--- config.mk ---
export PLATFORM = sky130hd
export DESIGN_NAME = gpio_regbank
export DESIGN_NICKNAME = d
export VERILOG_FILES = /design/src/rtl/gpio_rb_pkg.sv /design/src/rtl/gpio_rb_decode.sv /design/src/rtl/gpio_rb_field.sv /design/src/rtl/gpio_rb_evstat.sv /design/src/rtl/gpio_rb_lock.sv /design/src/rtl/gpio_regbank.sv
export SDC_FILE = /design/constraint.sdc
export NUM_CORES = 1
export LEC_CHECK = 0
export BUFFER_PORTS_ARGS = -buffer_cell sky130_fd_sc_hd__buf_4
export CORE_AREA = 2 2 234 236
export DETAILED_ROUTE_END_ITERATION = 10
export DIE_AREA = 0 0 236 238
export PLACE_DENSITY = 0.77
export SLEW_MARGIN = 10
export SYNTH_ARGS = -nofsm -noshare
export SYNTH_HDL_FRONTEND = slang
export SYNTH_HIERARCHICAL = 1
export SYNTH_SLANG_ARGS = --single-unit
--- constraint.sdc ---
create_clock -name clk -period 7.4 [get_ports clk]
set_clock_uncertainty 0.2 [all_clocks]
set_input_delay 0.74 -clock clk [delete_from_list [all_inputs] [get_ports clk]]
set_output_delay 0.74 -clock clk [all_outputs]
set_load 0.02 [all_outputs]
--- src/rtl/gpio_rb_pkg.sv ---
// Shared types for the GPIO register bank: config register ids,
// access classes and unlock keys. Assumes a 32-bit data path.
package gpio_rb_pkg;

    localparam int DW = 32;

    // Config registers; ids below NUM_PIN_CFG affect pin resolution.
    typedef enum logic [3:0] {
        CF_POL, CF_DOUT, CF_OE, CF_OTYPE, CF_PULLUP, CF_PULLDN, CF_INMASK,
        CF_EVTYPE, CF_EVBOTH, CF_EVEN, CF_SLEW, CF_DRIVE
    } cfg_id_e;

    localparam int NUM_CFG     = 12;
    localparam int NUM_PIN_CFG = 7;

    typedef enum logic [3:0] {
        AK_CFG, AK_SET, AK_CLR, AK_STAT, AK_PININ,
        AK_LOCKA, AK_LOCKB, AK_IGNORE, AK_BAD
    } acc_kind_e;

    typedef struct packed {
        acc_kind_e kind;
        cfg_id_e   target;
    } acc_dec_t;

    localparam logic [DW-1:0] KEY_A = 32'hC0DE_FA73;
    localparam logic [DW-1:0] KEY_B = 32'hC0DE_1248;

endpackage

--- src/rtl/gpio_rb_decode.sv ---
// Address decoder: classifies a byte address into an access kind and,
// for config/alias accesses, the target register. Purely combinational.
// Assumes word-aligned accesses; anything else is classed as bad.
module gpio_rb_decode
    import gpio_rb_pkg::*;
#(
    parameter int ADDR_W = 12
) (
    input  logic [ADDR_W-1:0] addr,
    output acc_dec_t          dec
);
    localparam int WIDX_W = ADDR_W - 2;

    logic [WIDX_W-1:0] widx;
    int                w;

    assign widx = addr[ADDR_W-1:2];
    assign w    = int'(widx);

    // Map word index to access class and target register.
    always_comb begin
        dec.kind   = AK_BAD;
        dec.target = CF_POL;
        if (addr[1:0] == 2'b00) begin
            case (w)
                0:  dec.kind = AK_LOCKA;
                1:  dec.kind = AK_LOCKB;
                2:  dec.kind = AK_PININ;
                3:  begin dec.kind = AK_CFG; dec.target = CF_POL;    end
                4:  begin dec.kind = AK_CFG; dec.target = CF_DOUT;   end
                5:  begin dec.kind = AK_SET; dec.target = CF_DOUT;   end
                6:  begin dec.kind = AK_CLR; dec.target = CF_DOUT;   end
                7:  begin dec.kind = AK_CFG; dec.target = CF_OE;     end
                8:  begin dec.kind = AK_SET; dec.target = CF_OE;     end
                9:  begin dec.kind = AK_CLR; dec.target = CF_OE;     end
                10: begin dec.kind = AK_CFG; dec.target = CF_OTYPE;  end
                11: begin dec.kind = AK_CFG; dec.target = CF_PULLUP; end
                12: begin dec.kind = AK_CFG; dec.target = CF_PULLDN; end
                13: begin dec.kind = AK_CFG; dec.target = CF_INMASK; end
                14: begin dec.kind = AK_CFG; dec.target = CF_EVTYPE; end
                15: begin dec.kind = AK_CFG; dec.target = CF_EVBOTH; end
                16: begin dec.kind = AK_CFG; dec.target = CF_EVEN;   end
                17: begin dec.kind = AK_SET; dec.target = CF_EVEN;   end
                18: begin dec.kind = AK_CLR; dec.target = CF_EVEN;   end
                19: dec.kind = AK_STAT;
                20: begin dec.kind = AK_CFG; dec.target = CF_SLEW;   end
                21: begin dec.kind = AK_CFG; dec.target = CF_DRIVE;  end
                22, 23, 24, 25, 26, 27: dec.kind = AK_IGNORE;
                default: dec.kind = AK_BAD;
            endcase
        end
    end

endmodule

--- src/rtl/gpio_rb_field.sv ---
// One 32-bit config register with direct write, OR-set and AND-NOT clear.
// Exposes next value so the top can form the change mask.
// Assumes at most one of wr_en/set_en/clr_en is high per cycle.
module gpio_rb_field #(
    parameter int           W   = 32,
    parameter logic [W-1:0] RST = '0
) (
    input  logic         clk,
    input  logic         rst_n,
    input  logic         wr_en,
    input  logic         set_en,
    input  logic         clr_en,
    input  logic [W-1:0] wdata,
    output logic [W-1:0] d_o,
    output logic [W-1:0] q_o
);
    logic [W-1:0] q;

    // Next-value selection.
    always_comb begin
        if (wr_en)       d_o = wdata;
        else if (set_en) d_o = q | wdata;
        else if (clr_en) d_o = q & ~wdata;
        else             d_o = q;
    end

    // Register with parameterized reset value.
    always_ff @(posedge clk) begin
        if (!rst_n) q <= RST;
        else        q <= d_o;
    end

    assign q_o = q;

    a_r3_set_or: assert property (@(posedge clk) disable iff (!rst_n)
        set_en |=> ((q & $past(wdata)) == $past(wdata)));
    a_r3_clr_andn: assert property (@(posedge clk) disable iff (!rst_n)
        clr_en |=> ((q & $past(wdata)) == '0));

endmodule

--- src/rtl/gpio_rb_evstat.sv ---
// Sticky event status: hits set bits, write-one clears, hit wins a tie.
// Assumes hit comes from event detection logic in this clock domain.
module gpio_rb_evstat #(
    parameter int W = 32
) (
    input  logic         clk,
    input  logic         rst_n,
    input  logic [W-1:0] hit,
    input  logic         clr_en,
    input  logic [W-1:0] clr_mask,
    output logic [W-1:0] q_o
);
    logic [W-1:0] q;
    logic [W-1:0] drop;

    assign drop = clr_en ? clr_mask : '0;

    // Status update: clear first, then OR in new hits.
    always_ff @(posedge clk) begin
        if (!rst_n) q <= '0;
        else        q <= (q & ~drop) | hit;
    end

    assign q_o = q;

    a_r4_hit_lands: assert property (@(posedge clk) disable iff (!rst_n)
        (hit != '0) |=> ((q & $past(hit)) == $past(hit)));

endmodule

--- src/rtl/gpio_rb_lock.sv ---
// Global write lock. Unlocked: any lock-word write engages it. Locked:
// second word stores data; first word with KEY_A releases if second
// word holds KEY_B. Assumes write strobes are already qualified.
module gpio_rb_lock
    import gpio_rb_pkg::*;
(
    input  logic          clk,
    input  logic          rst_n,
    input  logic          wr_a,
    input  logic          wr_b,
    input  logic [DW-1:0] wdata,
    output logic          locked
);
    logic [DW-1:0] key_b_q;
    logic          release_ok;

    assign release_ok = wr_a && (wdata == KEY_A) && (key_b_q == KEY_B);

    // Lock state and second-word storage.
    always_ff @(posedge clk) begin
        if (!rst_n) begin
            locked  <= 1'b0;
            key_b_q <= '0;
        end else if (locked) begin
            if (release_ok) begin
                locked  <= 1'b0;
                key_b_q <= '0;
            end else if (wr_b) begin
                key_b_q <= wdata;
            end
        end else if (wr_a || wr_b) begin
            locked  <= 1'b1;
            key_b_q <= '0;
        end
    end

    a_r8_release_needs_keys: assert property (@(posedge clk) disable iff (!rst_n)
        $fell(locked) |-> $past(wr_a && (wdata == KEY_A) && (key_b_q == KEY_B)));
    a_r6_engage: assert property (@(posedge clk) disable iff (!rst_n)
        (!locked && (wr_a || wr_b)) |=> locked);

endmodule

--- src/rtl/gpio_regbank.sv ---
// Top of the lockable GPIO register bank. Decodes host accesses,
// applies lock rules, owns config registers, event status and the
// pin re-evaluation strobe. All responses are registered (1 cycle).
// Assumes one access per cycle and a single clock domain.
module gpio_regbank
    import gpio_rb_pkg::*;
#(
    parameter int          ADDR_W      = 12,
    parameter logic [31:0] RST_PULL_UP = 32'hA5A5_0000,
    parameter logic [31:0] RST_PULL_DN = 32'h0000_5A5A,
    parameter logic [31:0] RST_SLEW    = 32'h0F00_0000,
    parameter logic [31:0] RST_DRIVE   = 32'h0000_00F0
) (
    input  logic              clk,
    input  logic              rst_n,
    input  logic              bus_valid,
    input  logic              bus_write,
    input  logic [ADDR_W-1:0] bus_addr,
    input  logic [31:0]       bus_wdata,
    output logic [31:0]       bus_rdata,
    output logic              bus_rvalid,
    output logic              bus_err,
    input  logic [31:0]       pin_in_level,
    input  logic [31:0]       evt_hit,
    output logic [31:0]       cfg_pol,
    output logic [31:0]       cfg_dout,
    output logic [31:0]       cfg_oe,
    output logic [31:0]       cfg_otype,
    output logic [31:0]       cfg_pull_up,
    output logic [31:0]       cfg_pull_dn,
    output logic [31:0]       cfg_in_mask,
    output logic [31:0]       cfg_evt_type,
    output logic [31:0]       cfg_evt_both,
    output logic [31:0]       cfg_evt_en,
    output logic [31:0]       cfg_slew,
    output logic [31:0]       cfg_drive,
    output logic [31:0]       evt_status,
    output logic              pin_eval,
    output logic [31:0]       pin_changed
);
    acc_dec_t                   dec;
    logic                       wr_req, rd_req, is_lock, wr_ok, locked;
    logic                       acc_wo, pin_hit, stat_clr, err_d;
    logic [NUM_CFG-1:0]         f_wr, f_set, f_clr;
    logic [NUM_CFG-1:0][DW-1:0] cfg_q, cfg_d;
    logic [DW-1:0]              evt_q, rdata_d, diff_d;

    gpio_rb_decode #(.ADDR_W(ADDR_W)) u_dec (
        .addr (bus_addr),
        .dec  (dec)
    );

    assign wr_req  = bus_valid && bus_write;
    assign rd_req  = bus_valid && !bus_write;
    assign is_lock = (dec.kind == AK_LOCKA) || (dec.kind == AK_LOCKB);
    assign wr_ok   = wr_req && (!locked || is_lock);
    assign acc_wo  = is_lock || (dec.kind == AK_SET) || (dec.kind == AK_CLR);

    gpio_rb_lock u_lock (
        .clk    (clk),
        .rst_n  (rst_n),
        .wr_a   (wr_req && (dec.kind == AK_LOCKA)),
        .wr_b   (wr_req && (dec.kind == AK_LOCKB)),
        .wdata  (bus_wdata),
        .locked (locked)
    );

    // One field instance per config register, reset value by id.
    for (genvar i = 0; i < NUM_CFG; i++) begin : g_cfg
        localparam logic [DW-1:0] RV =
            (i == int'(CF_PULLUP)) ? RST_PULL_UP :
            (i == int'(CF_PULLDN)) ? RST_PULL_DN :
            (i == int'(CF_SLEW))   ? RST_SLEW    :
            (i == int'(CF_DRIVE))  ? RST_DRIVE   : '0;

        assign f_wr[i]  = wr_ok && (dec.kind == AK_CFG) && (dec.target == cfg_id_e'(i));
        assign f_set[i] = wr_ok && (dec.kind == AK_SET) && (dec.target == cfg_id_e'(i));
        assign f_clr[i] = wr_ok && (dec.kind == AK_CLR) && (dec.target == cfg_id_e'(i));

        gpio_rb_field #(.W(DW), .RST(RV)) u_fld (
            .clk    (clk),
            .rst_n  (rst_n),
            .wr_en  (f_wr[i]),
            .set_en (f_set[i]),
            .clr_en (f_clr[i]),
            .wdata  (bus_wdata),
            .d_o    (cfg_d[i]),
            .q_o    (cfg_q[i])
        );
    end

    assign stat_clr = wr_ok && (dec.kind == AK_STAT);

    gpio_rb_evstat #(.W(DW)) u_evst (
        .clk      (clk),
        .rst_n    (rst_n),
        .hit      (evt_hit),
        .clr_en   (stat_clr),
        .clr_mask (bus_wdata),
        .q_o      (evt_q)
    );

    // Pin-affecting write detection and change mask of the target.
    assign pin_hit = wr_ok && ((dec.kind == AK_CFG) || (dec.kind == AK_SET) ||
                     (dec.kind == AK_CLR)) && (int'(dec.target) < NUM_PIN_CFG);
    assign diff_d  = cfg_d[dec.target] ^ cfg_q[dec.target];

    // Illegal-access classification.
    always_comb begin
        err_d = 1'b0;
        if (bus_valid) begin
            if (dec.kind == AK_BAD)                       err_d = 1'b1;
            if (rd_req && acc_wo)                         err_d = 1'b1;
            if (wr_req && (dec.kind == AK_PININ))         err_d = 1'b1;
            if (wr_req && locked && !is_lock)             err_d = 1'b1;
        end
    end

    // Read data selection.
    always_comb begin
        rdata_d = '0;
        if (rd_req) begin
            case (dec.kind)
                AK_CFG:   rdata_d = cfg_q[dec.target];
                AK_STAT:  rdata_d = evt_q;
                AK_PININ: rdata_d = pin_in_level;
                default:  rdata_d = '0;
            endcase
        end
    end

    // Registered response and strobe outputs.
    always_ff @(posedge clk) begin
        if (!rst_n) begin
            bus_rdata   <= '0;
            bus_rvalid  <= 1'b0;
            bus_err     <= 1'b0;
            pin_eval    <= 1'b0;
            pin_changed <= '0;
        end else begin
            bus_rdata   <= rdata_d;
            bus_rvalid  <= rd_req;
            bus_err     <= err_d;
            pin_eval    <= pin_hit;
            pin_changed <= pin_hit ? diff_d : '0;
        end
    end

    assign cfg_pol      = cfg_q[CF_POL];
    assign cfg_dout     = cfg_q[CF_DOUT];
    assign cfg_oe       = cfg_q[CF_OE];
    assign cfg_otype    = cfg_q[CF_OTYPE];
    assign cfg_pull_up  = cfg_q[CF_PULLUP];
    assign cfg_pull_dn  = cfg_q[CF_PULLDN];
    assign cfg_in_mask  = cfg_q[CF_INMASK];
    assign cfg_evt_type = cfg_q[CF_EVTYPE];
    assign cfg_evt_both = cfg_q[CF_EVBOTH];
    assign cfg_evt_en   = cfg_q[CF_EVEN];
    assign cfg_slew     = cfg_q[CF_SLEW];
    assign cfg_drive    = cfg_q[CF_DRIVE];
    assign evt_status   = evt_q;

    a_r7_locked_frozen: assert property (@(posedge clk) disable iff (!rst_n)
        (locked && wr_req && !is_lock) |=> $stable(cfg_q));
    a_r11_mask_needs_strobe: assert property (@(posedge clk) disable iff (!rst_n)
        (pin_changed != '0) |-> pin_eval);
    a_r5_pin_in_read: assert property (@(posedge clk) disable iff (!rst_n)
        (rd_req && (dec.kind == AK_PININ)) |=> (bus_rdata == $past(pin_in_level)));
    a_r9_wo_reads_zero: assert property (@(posedge clk) disable iff (!rst_n)
        (rd_req && acc_wo) |=> (bus_err && (bus_rdata == '0)));

endmodule

Word level (Yosys, flattened, before mapping):

Index checks and enable logic that the tools add are counted.
Widths: inputs -> output; s select.

* input port bits: 112
* logic and storage cells: 234
* register bits after elaboration: 516
* output and inout port bits: 483

* equal/unequal tests: 48
* $lt $le $gt $ge: 2
* reductions and logical operators: 79
* multiplexer cells: 56
* bitwise logic cells: 29

Operators by type and width (count)
* $mux 32: 43
* $and 32x32->32: 13
* $or 32x32->32: 13
* $bmux 32 s4: 2
* $eq 10x5->1 const B: 12
* $pmux 32 s3: 1
* $eq 10x4->1 const B: 8
* $eq 32x32->1 const B: 2
* $not 32->32: 2
* $logic_and 1x1->1: 53
* $pmux 4 s11: 1
* $eq 10x3->1 const B: 4
* $logic_not 32->1: 1
* $pmux 4 s8: 1
* $xor 32x32->32: 1
* $eq 4x3->1 const B: 7
* $eq 10x2->1 const B: 2
* $eq 4x4->1 const B: 5
* $eq 4x2->1 const B: 4
* $reduce_or 3->1: 5
* $reduce_or 12->1: 1
* $eq 10x1->1 const B: 1
* $eq 4x1->1 const B: 2
* $logic_not 4->1: 2
* other kinds (11): 28

Longest topological paths before layout:

* depth after elaboration: 16
* mapped depth: 19
* mapped depth without buffers: 12

Modules after synthesis:

Netlist, hierarchy kept.

By module, submodules not included
* gpio_rb_field at g_cfg[0].u_fld ...: area each 1415.1 um2, cells each 143, instances 8, seq. area each 640.6 um2
* gpio_regbank: area each 8590.7 um2, cells each 683, instances 1, seq. area each 1341.3 um2
* gpio_rb_field at g_cfg[4].u_fld ...: area each 1375.1 um2, cells each 143, instances 2, seq. area each 640.6 um2
* gpio_rb_lock: area each 1406.3 um2, cells each 140, instances 1, seq. area each 660.6 um2
* gpio_rb_field at g_cfg[10].u_fld: area each 1378.8 um2, cells each 144, instances 1, seq. area each 640.6 um2
* gpio_rb_field at g_cfg[11].u_fld: area each 1377.6 um2, cells each 144, instances 1, seq. area each 640.6 um2
* gpio_rb_evstat: area each 1151.1 um2, cells each 134, instances 1, seq. area each 640.6 um2
* gpio_rb_decode: area each 282.8 um2, cells each 44, instances 1, seq. area each 0.0 um2

Least setup slack after synthesis:

Ideal clock, no wire load.

* path kind: in2reg
* start point: in bus_addr[4]
* end point: reg pin_changed[24]
* setup slack: 2.782 ns
* setup time: 0.134 ns
* stages: 16
* data arrival time: 4.285 ns
* path buffers: 5
* required time: 7.066 ns
* path through: nor2b_2 -> or4_1 -> a21oi_1 -> buf_2 -> buf_4 -> buf_2 -> buf_2 -> nand2_1 -> nor4_1 -> buf_2 -> nand2_1 -> a32o_2 -> mux4_2 -> mux2i_1 -> xor2_1 -> o22ai_1

RTL lines
* from (decl): RTL line gpio_regbank.sv:18 `input logic [ADDR_W-1:0] bus_addr,`
* to (signal assigned): RTL line gpio_regbank.sv:145 `pin_changed <= pin_hit ? diff_d : '0;`
* to (decl): RTL line gpio_regbank.sv:39 `output logic [31:0] pin_changed`

==> qor.csv <==
metric,value,unit
gr ovfl total,0,
cell area after synthesis,28300,µm²
total routed wirelength,122000,µm
Worst setup EP type,register,
pwr dens,175,nW/µm²
routed via count,27432,
# nets final,3277,
VDD IR-drop max,0.000203,V
number of antenna violations at the first check in global routing,13,
Die H,238,µm
mux contribution to synthesized area,17.6,%
I/O Buffers,594,
routability congestion estimate,0.978,
CTS tree,built,
"Seq/Total Area, Yosys",36.6,%
Root Buffer,clkbuf_16,
core area,53500,µm²
RSZ-0062 raised after global routing,false,
hold buffers post-CTS,0,
postcts setup bufs,0,
Die Area,56200,µm²
XOR/XNOR Fraction of Synth Area,2.05,%
simple-gate share of the synthesized area,18.1,%
setup TNS,0,ns
vias per inst,7.01,
initial drt markers,4291,
crit start category,input pin,
Starting Density,52.8,%
most used flip-flop cell after synthesis,dfxtp_1,
Rows,85,
final non-filler cell total,3916,
Wirelength per Cell,31.2,µm
Post-synth EDFFs,0,
"Hold Violations, Final",0,
Slew Limit Fails,0,
adder-cell share of the synthesized area,0,%
final instance area,34600,µm²
yosys warns,6,
fmax,183,MHz
final setup fails,0,
Yosys top cell area share,36.6,%
crit path max fanout,32,
Hold Crit Class,input pin to register,
Min Hold Slack,0.193,ns
HPWL after DPL,80700,µm
WP data required,7.68,ns
Area Overhead vs Synth,22.3,%
total chip power,6.04,mW
main combinational cell family by area after synthesis,compound AO/OA/AOI/OAI gates,
Yosys cell types,57,
setup ws final,1.94,ns
total global-route track usage,41.6,%
Placed Cells incl. Taps,3802,
leakage,14.0,nW
FILL cells,4286,
pre-CTS WS,1.49,ns
Worst-Skew Late Latency,0.62,ns
"Async S/R FF share, synth",0,%
"area leader, netlist",dfxtp_1,
top post-synthesis cells by area,"dfxtp_1 (37%), mux4_2 (15%), a32o_2 (9.6%)",
CTS Buffer Depth,3,
total CTS buffers,56,
Clock Pin Slew Worst Setup and Hold Paths,0.06,ns
pin count of the biggest net entering global routing,132,
run status,"finished, final reports clean",
layout cells sized above 1,37.9,%
Die Wd,236,µm
Placement Cell Area,32600,µm²
I/O Pins,595,
crit path kind,input pin to register,
Post-Syn Nets,2831,
Routed Antenna Nets,0,
register bit count reported by yosys,516,
H-tree levels,2,
DRC,0,
post-route clock period utilization,73.8,%
Worst slew margin,7.82,%
"Core Util, Final",64.6,%
complex-gate fraction of the synthesized area,19.7,%
First-pass DRT Iterations,8,
number of global-route vias before repair,25910,
Worst-Margin Slew,1.38,ns
most instantiated cells after synthesis,"dfxtp_1 (516), nand2_1 (412), and2_1 (361)",
Cells after Synth,2719,
Max Cap Viol,0,
clk sink count,516,
first-pass GRT wire length,175000,µm
cell with the most instances after synthesis,dfxtp_1,
post-synthesis area per instance,10.4,µm²
post-CTS sizing,0,
Worst Path Arrival,5.74,ns
post-layout min period,5.46,ns
## path summary, 6_finish.rpt
check / depth (start not counted) / end / start / slack, ns
min: 3 / u_evst/q_o[28] / evt_hit[28] / 0.19
max reg2reg: 10 / pin_changed[31] / u_lock/locked / 3.00
min reg2reg: 2 / u_lock/key_b_q[21] / u_lock/key_b_q[21] / 0.33
max: 14 / pin_changed[31] / bus_addr[11] / 1.94
## critical path: stages
cell and delay, ns:
buf_4 0.11, nor4_1 0.25, nand2_1 0.42, a31o_2 0.47
nor4_4 0.44, nand3b_1 0.12, buf_4 0.25, nor2_4 1.07
nand2_1 0.13, a32o_1 0.33, mux4_2 0.47, mux2i_1 0.22
xor2_1 0.53, o22ai_1 0.14
## final cells by class
type | instances | area [µm²] | share of cell area (%)
multi-input combinational | 1900 | 16400 | 47.3
sequential | 516 | 10300 | 29.9
timing repair buffer | 642 | 4880 | 14.1
clock buffer | 82 | 1670 | 4.84
tap | 696 | 871 | 2.52
clock inverter | 22 | 250 | 0.724
inverter | 49 | 184 | 0.532
antenna | 9 | 22.5 | 0.0651
## cells in the final DEF, fill, tap and decap left out, types with 11 or more instances in the layout
| cell | count |
|---|---|
| mux4_2 | 192 |
| a31oi_1 | 32 |
| or2_2 | 12 |
| a21oi_1 | 39 |
| clkinv_2 | 15 |
| or2_1 | 25 |
| buf_4 | 637 |
| clkbuf_8 | 14 |
| nand2b_1 | 25 |
| a222oi_1 | 32 |
| clkbuf_16 | 58 |
| nor2_1 | 31 |
| inv_1 | 48 |
| clkbuf_1 | 11 |
| a32o_1 | 144 |
| nor3b_1 | 23 |
| and2_1 | 361 |
| o21ai_0 | 41 |
| nor2b_1 | 19 |
| o22ai_1 | 32 |
| a32o_2 | 240 |
| xnor2_1 | 58 |
| a22oi_1 | 32 |
| dfxtp_1 | 516 |
| nand2_1 | 412 |
| mux2i_1 | 56 |
## routing by layer
metal  share of wire, %  GRT usage [%]  routed length, µm  up-vias
met5              0.035              0                 43        -
met4                4.8           19.3               5910        6
met3                 14           11.7              17300      385
met2                 44           62.8              54000     2327
met1                 37           55.5              45100    13493
li1                   -              -                  -    11221
## power breakdown
| part | switching [mW] | internal (mW) |
|---|---|---|
| registers | 0.0124 | 2.79 |
| logic | 0.191 | 0.0777 |
| clock network | 1.23 | 1.74 |
## registers in the layout, summed over array words and instances, names as in the netlist
| name | count |
|---|---|
| bus_rvalid | 1 |
| u_lock/locked | 1 |
| bus_err | 1 |
| pin_changed | 32 |
| bus_rdata | 32 |
| pin_eval | 1 |
| g_cfg.u_fld/q_o | 384 |
| u_evst/q_o | 32 |
| u_lock/key_b_q | 32 |
## kinds of logic after synthesis
logic type	Yosys count
AND/OR/NAND/NOR	977
AO/OA/AOI/OAI	601
flip-flops	516
buffers and inverters	303
multiplexers	256
XOR/XNOR	66
(Power assumes the default switching activity.)
